File: src/rtl/ppp_hdlc_tx_pkg.sv
package ppp_hdlc_tx_pkg;

  localparam int OCTET_W        = 8;
  localparam int FCS_MAX_OCTETS = 4;
  localparam int CRC_W          = OCTET_W * FCS_MAX_OCTETS;
  localparam int FCS_IDX_W      = $clog2(FCS_MAX_OCTETS);

  localparam logic [OCTET_W-1:0] FLAG_OCTET = 8'h7E;
  localparam logic [OCTET_W-1:0] ESC_OCTET  = 8'h7D;
  localparam logic [OCTET_W-1:0] ESC_FLIP   = 8'h20;

  localparam logic [15:0]      CRC16_REFL_POLY = 16'h8408;
  localparam logic [31:0]      CRC32_REFL_POLY = 32'hEDB88320;
  localparam logic [CRC_W-1:0] CRC16_PRESET    = CRC_W'(32'h0000FFFF);
  localparam logic [CRC_W-1:0] CRC32_PRESET    = CRC_W'(32'hFFFFFFFF);

  typedef enum logic [1:0] {
    FR_IDLE  = 2'd0,
    FR_DATA  = 2'd1,
    FR_FCS   = 2'd2,
    FR_ABORT = 2'd3
  } fr_state_e;

  // One octet into the narrow CRC, low bit first.
  function automatic logic [15:0] crc16_octet(input logic [15:0] crc_in,
                                               input logic [OCTET_W-1:0] d);
    logic [15:0] c;
    c = crc_in;
    for (int b = 0; b < OCTET_W; b++) begin
      if (c[0] ^ d[b]) c = (c >> 1) ^ CRC16_REFL_POLY;
      else             c = c >> 1;
    end
    return c;
  endfunction

  // One octet into the wide CRC, low bit first.
  function automatic logic [31:0] crc32_octet(input logic [31:0] crc_in,
                                               input logic [OCTET_W-1:0] d);
    logic [31:0] c;
    c = crc_in;
    for (int b = 0; b < OCTET_W; b++) begin
      if (c[0] ^ d[b]) c = (c >> 1) ^ CRC32_REFL_POLY;
      else             c = c >> 1;
    end
    return c;
  endfunction

endpackage

File: src/rtl/ppp_fcs_engine.sv
module ppp_fcs_engine
  import ppp_hdlc_tx_pkg::*;
(
  input  logic               clk,
  input  logic               rst_n,
  input  logic               wide_sel,
  input  logic               preset,
  input  logic               advance,
  input  logic [OCTET_W-1:0] octet,
  output logic [CRC_W-1:0]   crc_q
);

  logic [CRC_W-1:0] crc_next;

  always_comb begin
    if (wide_sel) crc_next = crc32_octet(crc_q, octet);
    else          crc_next = {{(CRC_W-16){1'b0}}, crc16_octet(crc_q[15:0], octet)};
  end

  always_ff @(posedge clk) begin
    if (!rst_n)       crc_q <= CRC32_PRESET;
    else if (preset)  crc_q <= wide_sel ? CRC32_PRESET : CRC16_PRESET;
    else if (advance) crc_q <= crc_next;
  end

endmodule

File: src/rtl/ppp_fcs_serializer.sv
module ppp_fcs_serializer
  import ppp_hdlc_tx_pkg::*;
(
  input  logic [CRC_W-1:0]     crc,
  input  logic                 wide_sel,
  input  logic [FCS_IDX_W-1:0] idx,
  output logic [OCTET_W-1:0]   octet,
  output logic                 final_octet
);

  localparam int NARROW_OCTETS = FCS_MAX_OCTETS / 2;

  logic [CRC_W-1:0]   fcs_word;
  logic [OCTET_W-1:0] lane [FCS_MAX_OCTETS];

  assign fcs_word = ~crc;

  for (genvar g = 0; g < FCS_MAX_OCTETS; g++) begin : g_lane
    assign lane[g] = fcs_word[g*OCTET_W +: OCTET_W];
  end

  assign octet       = lane[idx];
  assign final_octet = wide_sel ? (idx == FCS_IDX_W'(FCS_MAX_OCTETS - 1))
                                : (idx == FCS_IDX_W'(NARROW_OCTETS - 1));

endmodule

File: src/rtl/ppp_octet_stuffer.sv
module ppp_octet_stuffer
  import ppp_hdlc_tx_pkg::*;
(
  input  logic [OCTET_W-1:0] raw,
  input  logic               second_half,
  output logic [OCTET_W-1:0] line_octet,
  output logic               needs_escape
);

  assign needs_escape = (raw == FLAG_OCTET) || (raw == ESC_OCTET);

  always_comb begin
    if (second_half)       line_octet = raw ^ ESC_FLIP;
    else if (needs_escape) line_octet = ESC_OCTET;
    else                   line_octet = raw;
  end

endmodule

File: src/rtl/ppp_hdlc_tx_framer.sv
module ppp_hdlc_tx_framer
  import ppp_hdlc_tx_pkg::*;
(
  input  logic               clk,
  input  logic               rst_n,
  input  logic               fcs32_sel,
  input  logic               s_valid,
  output logic               s_ready,
  input  logic [OCTET_W-1:0] s_data,
  input  logic               s_last,
  input  logic               s_abort,
  input  logic               tx_en,
  output logic               tx_valid,
  output logic [OCTET_W-1:0] tx_data
);

  fr_state_e            state_q, state_d;
  logic                 esc_pend_q, esc_pend_d;
  logic [FCS_IDX_W-1:0] idx_q, idx_d;

  logic [CRC_W-1:0]     crc_q;
  logic                 crc_preset, crc_adv;
  logic [OCTET_W-1:0]   fcs_octet, raw_octet, stuffed;
  logic                 fcs_last, needs_esc;

  assign crc_preset = (state_q == FR_IDLE);
  assign raw_octet  = (state_q == FR_FCS) ? fcs_octet : s_data;

  ppp_fcs_engine u_fcs (
    .clk      (clk),
    .rst_n    (rst_n),
    .wide_sel (fcs32_sel),
    .preset   (crc_preset),
    .advance  (crc_adv),
    .octet    (s_data),
    .crc_q    (crc_q)
  );

  ppp_fcs_serializer u_ser (
    .crc         (crc_q),
    .wide_sel    (fcs32_sel),
    .idx         (idx_q),
    .octet       (fcs_octet),
    .final_octet (fcs_last)
  );

  ppp_octet_stuffer u_stuff (
    .raw          (raw_octet),
    .second_half  (esc_pend_q),
    .line_octet   (stuffed),
    .needs_escape (needs_esc)
  );

  always_comb begin
    state_d    = state_q;
    esc_pend_d = esc_pend_q;
    idx_d      = idx_q;
    s_ready    = 1'b0;
    tx_valid   = 1'b1;
    tx_data    = FLAG_OCTET;
    crc_adv    = 1'b0;
    unique case (state_q)
      FR_IDLE: begin
        esc_pend_d = 1'b0;
        if (tx_en && s_valid) state_d = FR_DATA;
      end
      FR_DATA: begin
        tx_valid = s_valid;
        tx_data  = stuffed;
        s_ready  = tx_en && (esc_pend_q || !needs_esc);
        if (tx_en && s_valid) begin
          if (needs_esc && !esc_pend_q) begin
            esc_pend_d = 1'b1;
          end else begin
            esc_pend_d = 1'b0;
            crc_adv    = !s_abort;
            if (s_last) begin
              idx_d   = '0;
              state_d = s_abort ? FR_ABORT : FR_FCS;
            end
          end
        end
      end
      FR_FCS: begin
        tx_data = stuffed;
        if (tx_en) begin
          if (needs_esc && !esc_pend_q) begin
            esc_pend_d = 1'b1;
          end else begin
            esc_pend_d = 1'b0;
            if (fcs_last) state_d = FR_IDLE;
            else          idx_d   = idx_q + FCS_IDX_W'(1);
          end
        end
      end
      FR_ABORT: begin
        tx_data = ESC_OCTET;
        if (tx_en) state_d = FR_IDLE;
      end
      default: state_d = FR_IDLE;
    endcase
  end

  always_ff @(posedge clk) begin
    if (!rst_n) begin
      state_q    <= FR_IDLE;
      esc_pend_q <= 1'b0;
      idx_q      <= '0;
    end else begin
      state_q    <= state_d;
      esc_pend_q <= esc_pend_d;
      idx_q      <= idx_d;
    end
  end

endmodule

File: config.mk
export PLATFORM = sky130hd
export DESIGN_NAME = ppp_hdlc_tx_framer
export DESIGN_NICKNAME = d
export VERILOG_FILES = /design/src/rtl/ppp_hdlc_tx_pkg.sv /design/src/rtl/ppp_fcs_engine.sv /design/src/rtl/ppp_fcs_serializer.sv /design/src/rtl/ppp_octet_stuffer.sv /design/src/rtl/ppp_hdlc_tx_framer.sv
export SDC_FILE = /design/constraint.sdc
export NUM_CORES = 1
export LEC_CHECK = 0
export BUFFER_PORTS_ARGS = -buffer_cell sky130_fd_sc_hd__clkbuf_2
export CAP_MARGIN = 20
export CORE_UTILIZATION = 60
export DETAILED_ROUTE_END_ITERATION = 7
export PLACE_DENSITY = 0.8
export RECOVER_POWER = 25
export SLEW_MARGIN = 0
export SYNTH_ARGS = -nofsm -noshare
export SYNTH_HDL_FRONTEND = slang
export SYNTH_SLANG_ARGS = --single-unit
File: constraint.sdc
create_clock -name clk -period 2.8 [get_ports clk]
set_input_delay 0 -clock clk [delete_from_list [all_inputs] [get_ports clk]]
set_output_delay 0 -clock clk [all_outputs]
set_load 0.005 [all_outputs]
# Yosys cells after proc, flatten, opt, wreduce, memory -nomap -nowiden
# Index checks and enable logic that the tools add are counted.
# word_totals
register_bits	37
input_bits	15
out_inout_bits	10
wordCells	140
# op_classes
addsub	1
n_lt_le_gt_ge	1
eq_ne	16
n_mux	68
bitwise	34
reduce_logical	16
# ops
operator	n
$mux W32	19
$mux W16	15
$not A13 Y14	8
$mux W8	5
$not A32 Y32	1
$mux W2	14
$not A2 Y3	9
$bmux W8 S2	1
$eq A8 B7 Y1 const B	2
$ne A2 B2 Y1 const B	8
$pmux W8 S2	1
$xor A1 B1 Y1	15
$mux W1	10
$pmux W2 S4	1
$reduce_and A8 Y1	1
$reduce_and A7 Y1	1
$eq A2 B2 Y1 const B	3
$eq A2 B1 Y1 const B	2
$pmux W2 S2	1
$reduce_bool A2 Y1	2
$ge A3 B3 Y1 const B	1
$logic_and A1 B1 Y1	3
$logic_not A1 Y1	3
$pmux W1 S3	1
8 further kinds	9

# Depth between registers and ports, before layout
# depth
word_depth	26
ltp_mapped	12
ltp_nobuf	9

# Hierarchy
# Synthesis repeated with hierarchy kept, for this count alone.
# unflattened
hier_cells	331
hier_area_um2	3044.2
# modules_own_cells
mod	n_inst	cells_each	area_each_um2	seq_area_each_um2
ppp_fcs_engine	1	219	2133.3	640.6
ppp_hdlc_tx_framer	1	78	581.8	100.1
ppp_fcs_serializer	1	20	241.5	0.0
ppp_octet_stuffer	1	14	87.6	0.0

# Worst setup path after synthesis
# Ideal clock, no wire load.
# synth_path
path_kind	register to register
from	reg state_q[0]
to	reg u_fcs.crc_q[21]
setup_time_ps	122
t_arrival_ps	2204
t_required_ps	2678
setup_slack_ps	474
path_stages_with_launch	13
path_buffers	3
synth_period_minus_slack_ps	2326
path_cell_list	dfxtp_1 inv_1 ha_1 buf_2 and2b_2 a21oi_2 o22ai_1 a21oi_2 or2_1 buf_6 a21oi_4 buf_6 a221o_1
# synth_via
elab_chain_len	9
elab_cells_between_ends	13
cone_classes	eq/ne: 4; mux: 5; reduce/logical: 4
# synth_rtl
element	line_no	source
from (decl)	ppp_hdlc_tx_framer.sv:17	fr_state_e state_q, state_d;
from (signal assigned)	ppp_hdlc_tx_framer.sv:110	state_q <= state_d;
$eq A2 B2 Y1	ppp_hdlc_tx_framer.sv:27	assign raw_octet = (state_q == FR_FCS) ? fcs_octet : s_data;
$mux W8	ppp_hdlc_tx_framer.sv:27	
$eq A8 B7 Y1	ppp_octet_stuffer.sv:10	assign needs_escape = (raw == FLAG_OCTET) || (raw == ESC_OCTET);
$logic_or A1 B1 Y1	ppp_octet_stuffer.sv:10	
$logic_and A1 B1 Y1	ppp_hdlc_tx_framer.sv:72	if (needs_esc && !esc_pend_q) begin
$mux W1	ppp_hdlc_tx_framer.sv:72	
$mux W1	ppp_hdlc_tx_framer.sv:71	if (tx_en && s_valid) begin
$mux W1	ppp_hdlc_tx_framer.sv:62	unique case (state_q)
$reduce_bool A2 Y1 (no line)	-	
to (signal assigned)	ppp_fcs_engine.sv:22	else if (preset) crc_q <= wide_sel ? CRC32_PRESET : CRC16_PRESET;
to (signal assigned)	ppp_fcs_engine.sv:23	else if (advance) crc_q <= crc_next;
to (decl)	ppp_fcs_engine.sv:10	output logic [CRC_W-1:0] crc_q
# Several ways; a longest one is shown, not always the timed one.
# A chain may end at the register's enable or synchronous reset.

# Worst setup path in the final report
# layout_path
from	reg state_q[0]
to	out tx_data[0]
# layout_via
elab_chain_len	7
elab_cells_between_ends	11
cone_classes	eq/ne: 5; mux: 4; reduce/logical: 2
# layout_rtl
element	line_no	source
$eq A2 B2 Y1	ppp_hdlc_tx_framer.sv:27, ppp_hdlc_tx_framer.sv:62	
$mux W8	ppp_hdlc_tx_framer.sv:27	
$eq A8 B7 Y1	ppp_octet_stuffer.sv:10	
$logic_or A1 B1 Y1	ppp_octet_stuffer.sv:10	
$mux W8	ppp_octet_stuffer.sv:14	else if (needs_escape) line_octet = ESC_OCTET;
$mux W8	ppp_octet_stuffer.sv:13	if (second_half) line_octet = raw ^ ESC_FLIP;
$pmux W8 S2 *	ppp_hdlc_tx_framer.sv:62	
to (decl)	ppp_hdlc_tx_framer.sv:14	output logic [OCTET_W-1:0] tx_data
# Every way passes the cells marked *; elsewhere a longest branch is shown, timed or not.

==> impl_metrics.csv <==
group,metric,value,unit
floorplan,die_w,71.9,µm
routing,viasPerCell,5.95,
synth,synthArstFlopShare,0,%
clocking,path_clk_slew,0.08,ns
routing,routed-wl-met2,3170,µm
routing,firstDrtPassIters,4,
routing,wl,6980,µm
clocking,cts_buffers,5,
critical_path,critical_path_required,2.80,ns
synth,ys_types,54,
critical_path,rrSetupSlack,0.26,ns
critical_path,worst-path-max-fanout,14,
routing,drt_iter0_drc,179,
hold_path,min_path_type,"in -> reg",
finish,syn_to_final_growth,9.82,%
routing,wirelength_met1,3150,µm
clocking,htreeDepth,2,
routing,drc,0,
synth,synth_nets,343,
clocking,cts_tree,"built",
sta,clock.fmax,0.380,GHz
global_routing,track_usage,28.8,%
place,dp_hpwl,5250,µm
sta,setup_tns,0,ns
routing,ant_nets,0,
place,dp_slack,0.156,ns
sta,min_period,2.63,ns
clocking,holdBufCountCts,0,
synth,ys_top_cells_by_count,"xnor2_1, dfxtp_1, nand2_1",
synth,yosysMostFrequentCell,"xnor2_1",
floorplan,ios,25,
global_routing,grt_remaining_overflow,0,
sta,layout_setup_ws,0.166,ns
clocking,clkLatencyLatePin,0.29,ns
routing,vias,2451,
finish,layoutNonFillerInstCount,412,
clocking,cts_sinks,37,
critical_path,slowest_delay,0.35,ns
sta,tightest_slew,0.889,ns
floorplan,start_util,62.0,%
floorplan,chipHeight,71.9,µm
flow_run,max-cap-violations,0,
clocking,cts_root_buffer,"clkbuf_8",
sta,drv_slew,0,
sta,slew_headroom,40.3,%
finish,final_nets,363,
place,post-place-cells,404,
sta,setup-violations-final,0,
critical_path,worstSetupPathDepth,9,
synth,synth_edf_count,0,
critical_path,crit_type,"reg -> out",
synth,ys.warnings.count,0,
critical_path,cp_num_buf_inv,2,
synth,synth_seq_cells,37,
critical_path,crit_path_end_kind,"primary output",
pwr,pwr_density_cell,744,nW/µm²
synth,syn-mean-instance-area,9.04,µm²
global_routing,grt_pass1_wl,11300,µm
sta,rsz0062_at_grt,"yes",
sta,skew,0.00960,ns
global_routing,grt_max_degree,25,
synth,synth_top_cells_by_area,"dfxtp_1, xnor2_1, mux2i_1, a221o_1, xor2_1",
critical_path,critPathTopFamily,"simple AND/OR/NAND/NOR gates",
pwr,vdd_drop_max,0.467,mV
place,numPortBuffers,24,
place,gp_congestion,0.879,
synth,netlist_instances,324,
sta,hold_viol,0,
sta,period_share,94.1,%
floorplan,fp-row-count,25,
critical_path,worst_path_max_delay_cell,"dfxtp_1",
synth,synth_top_cell_area_share,25.3,%
routing,wl_met3,473,µm
finish,diodes,0,
floorplan,die_area,5170,µm²
finish,n_fill_cell,391,
routing,highest_layer,"met4",
pwr,leakage,1.29,nW
routing,wl_per_cell,16.9,µm
clocking,clk_path_buf_depth,2,
finish,drive_gt1_share,17.4,%
global_routing,first_global_vias,2200,
floorplan,core_area,4720,µm²
hold_path,whs_path_depth,2,
status,status,"completed",
synth,synth_area_leader_cell,"dfxtp_1",
synth,ys_seq_area_share,25.3,%
critical_path,worstSetupStartpointType,"flop",
critical_path,r2r_cells,10,
critical_path,arrival,2.63,ns
global_routing,antenna_found_initial,0,
synth,synthFlopType,"dfxtp_1",
critical_path,crit_chain,"inv_1 > ha_2 > nand2b_1 > o22a_1 > o21ai_0 > nand4_2 > or2_4 > a311oi_1 > clkbuf_2",
synth,syn_area,2930,µm²
path summary, 6_finish.rpt:
kind,startpoint,endpoint
setup / recovery,state_q[0],tx_data[0]
hold / removal,rst_n,esc_pend_q
setup reg to reg,state_q[0],u_fcs.crc_q[5]
hold reg to reg,u_fcs.crc_q[11],u_fcs.crc_q[11]
cell families after synthesis:
family,synth area share [%]
muxes,9.99
adders and majority gates,1.71
AOI/OAI and AO/OA,18.4
DFF,25.3
xor gates and xnor gates,26.9
and+or+nand+nor,12.5
buffers and inverters,5.17
layer usage:
layer	vias up	GRT usage (%)
met4	0	10.5
met1	1152	39.8
met2	106	45.8
met5	-	0
met3	19	4.36
li1	1174	-
placed cells by master (no fill, tap or decap), types with 2 or more instances in the layout:
master,Yosys,layout
xnor2_1,51,51
nand2_1,37,37
dfxtp_1,37,37
mux2i_1,27,27
clkbuf_2,1,24
xor2_1,16,16
a221o_1,15,15
o211ai_1,12,12
nor2_1,11,11
a21oi_1,10,10
o21ai_0,10,10
inv_1,9,9
nor2b_1,7,7
buf_4,0,7
xnor2_2,6,6
clkbuf_8,0,6
nand3_1,5,5
o22ai_1,5,5
nand2b_1,3,3
nor3_1,3,3
ha_1,4,3
a21oi_2,2,2
o22a_1,2,2
o21a_1,2,2
a21boi_0,2,2
and3_1,2,2
xor2_2,2,2
xnor3_1,2,2
stage by stage:
| stage | hold slack [ns] | utilization (%) | area (µm²) | power [mW] |
|---|---|---|---|---|
| global placement | 0.304 | 65.4 | 3090 | 1.87 |
| global route | 0.0665 | 68.1 | 3220 | 2.54 |
| finish | 0.0487 | 68.1 | 3220 | 2.39 |
| CTS | 0.0458 | 67.9 | 3210 | 2.38 |
| floorplan | 0.0907 | - | 2930 | 1.62 |
| detailed placement | 0.308 | 65.4 | 3090 | 1.89 |
report_power, final:
part	switching, mW	leakage, nW	internal (mW)
logic	0.636	0.930	0.539
registers	0.110	0.304	0.628
clock network	0.191	0.0585	0.290
total	0.936	1.29	1.46
worst reg2reg max path: stages, from the launching register on:
cell and delay [ns]:
dfxtp_1 0.35, inv_1 0.09, ha_2 0.32, nand2b_1 0.18, o22a_1 0.24, o21ai_0 0.16, nand4_2 0.22, o21ai_4 0.27
buf_4 0.29, mux2i_1 0.24, nand2_1 0.07
sequential cells by signal (all words and copies together) (netlist names):
name	cells
u_fcs.crc_q	32
idx_q	2
state_q	2
esc_pend_q	1
area by class of cell:
type	count	area, µm²	share of cell area, %
clock buffer	7	86.3	2.68
multi-input combinational	259	2050	63.7
inverter	9	33.8	1.05
timing repair buffer	32	193	5.99
clock inverter	1	30.0	0.933
sequential	37	741	23.0
tap	67	83.8	2.60
timing repair:
item | 4_1_cts | 5_1_grt
endpoints found under the setup margin | 0 | 24
endpoints found under the hold margin | 0 | 0
resized for setup | 0 | 3
setup buffers | 0 | 0
Note: power is estimated with default switching activity, not from simulation.
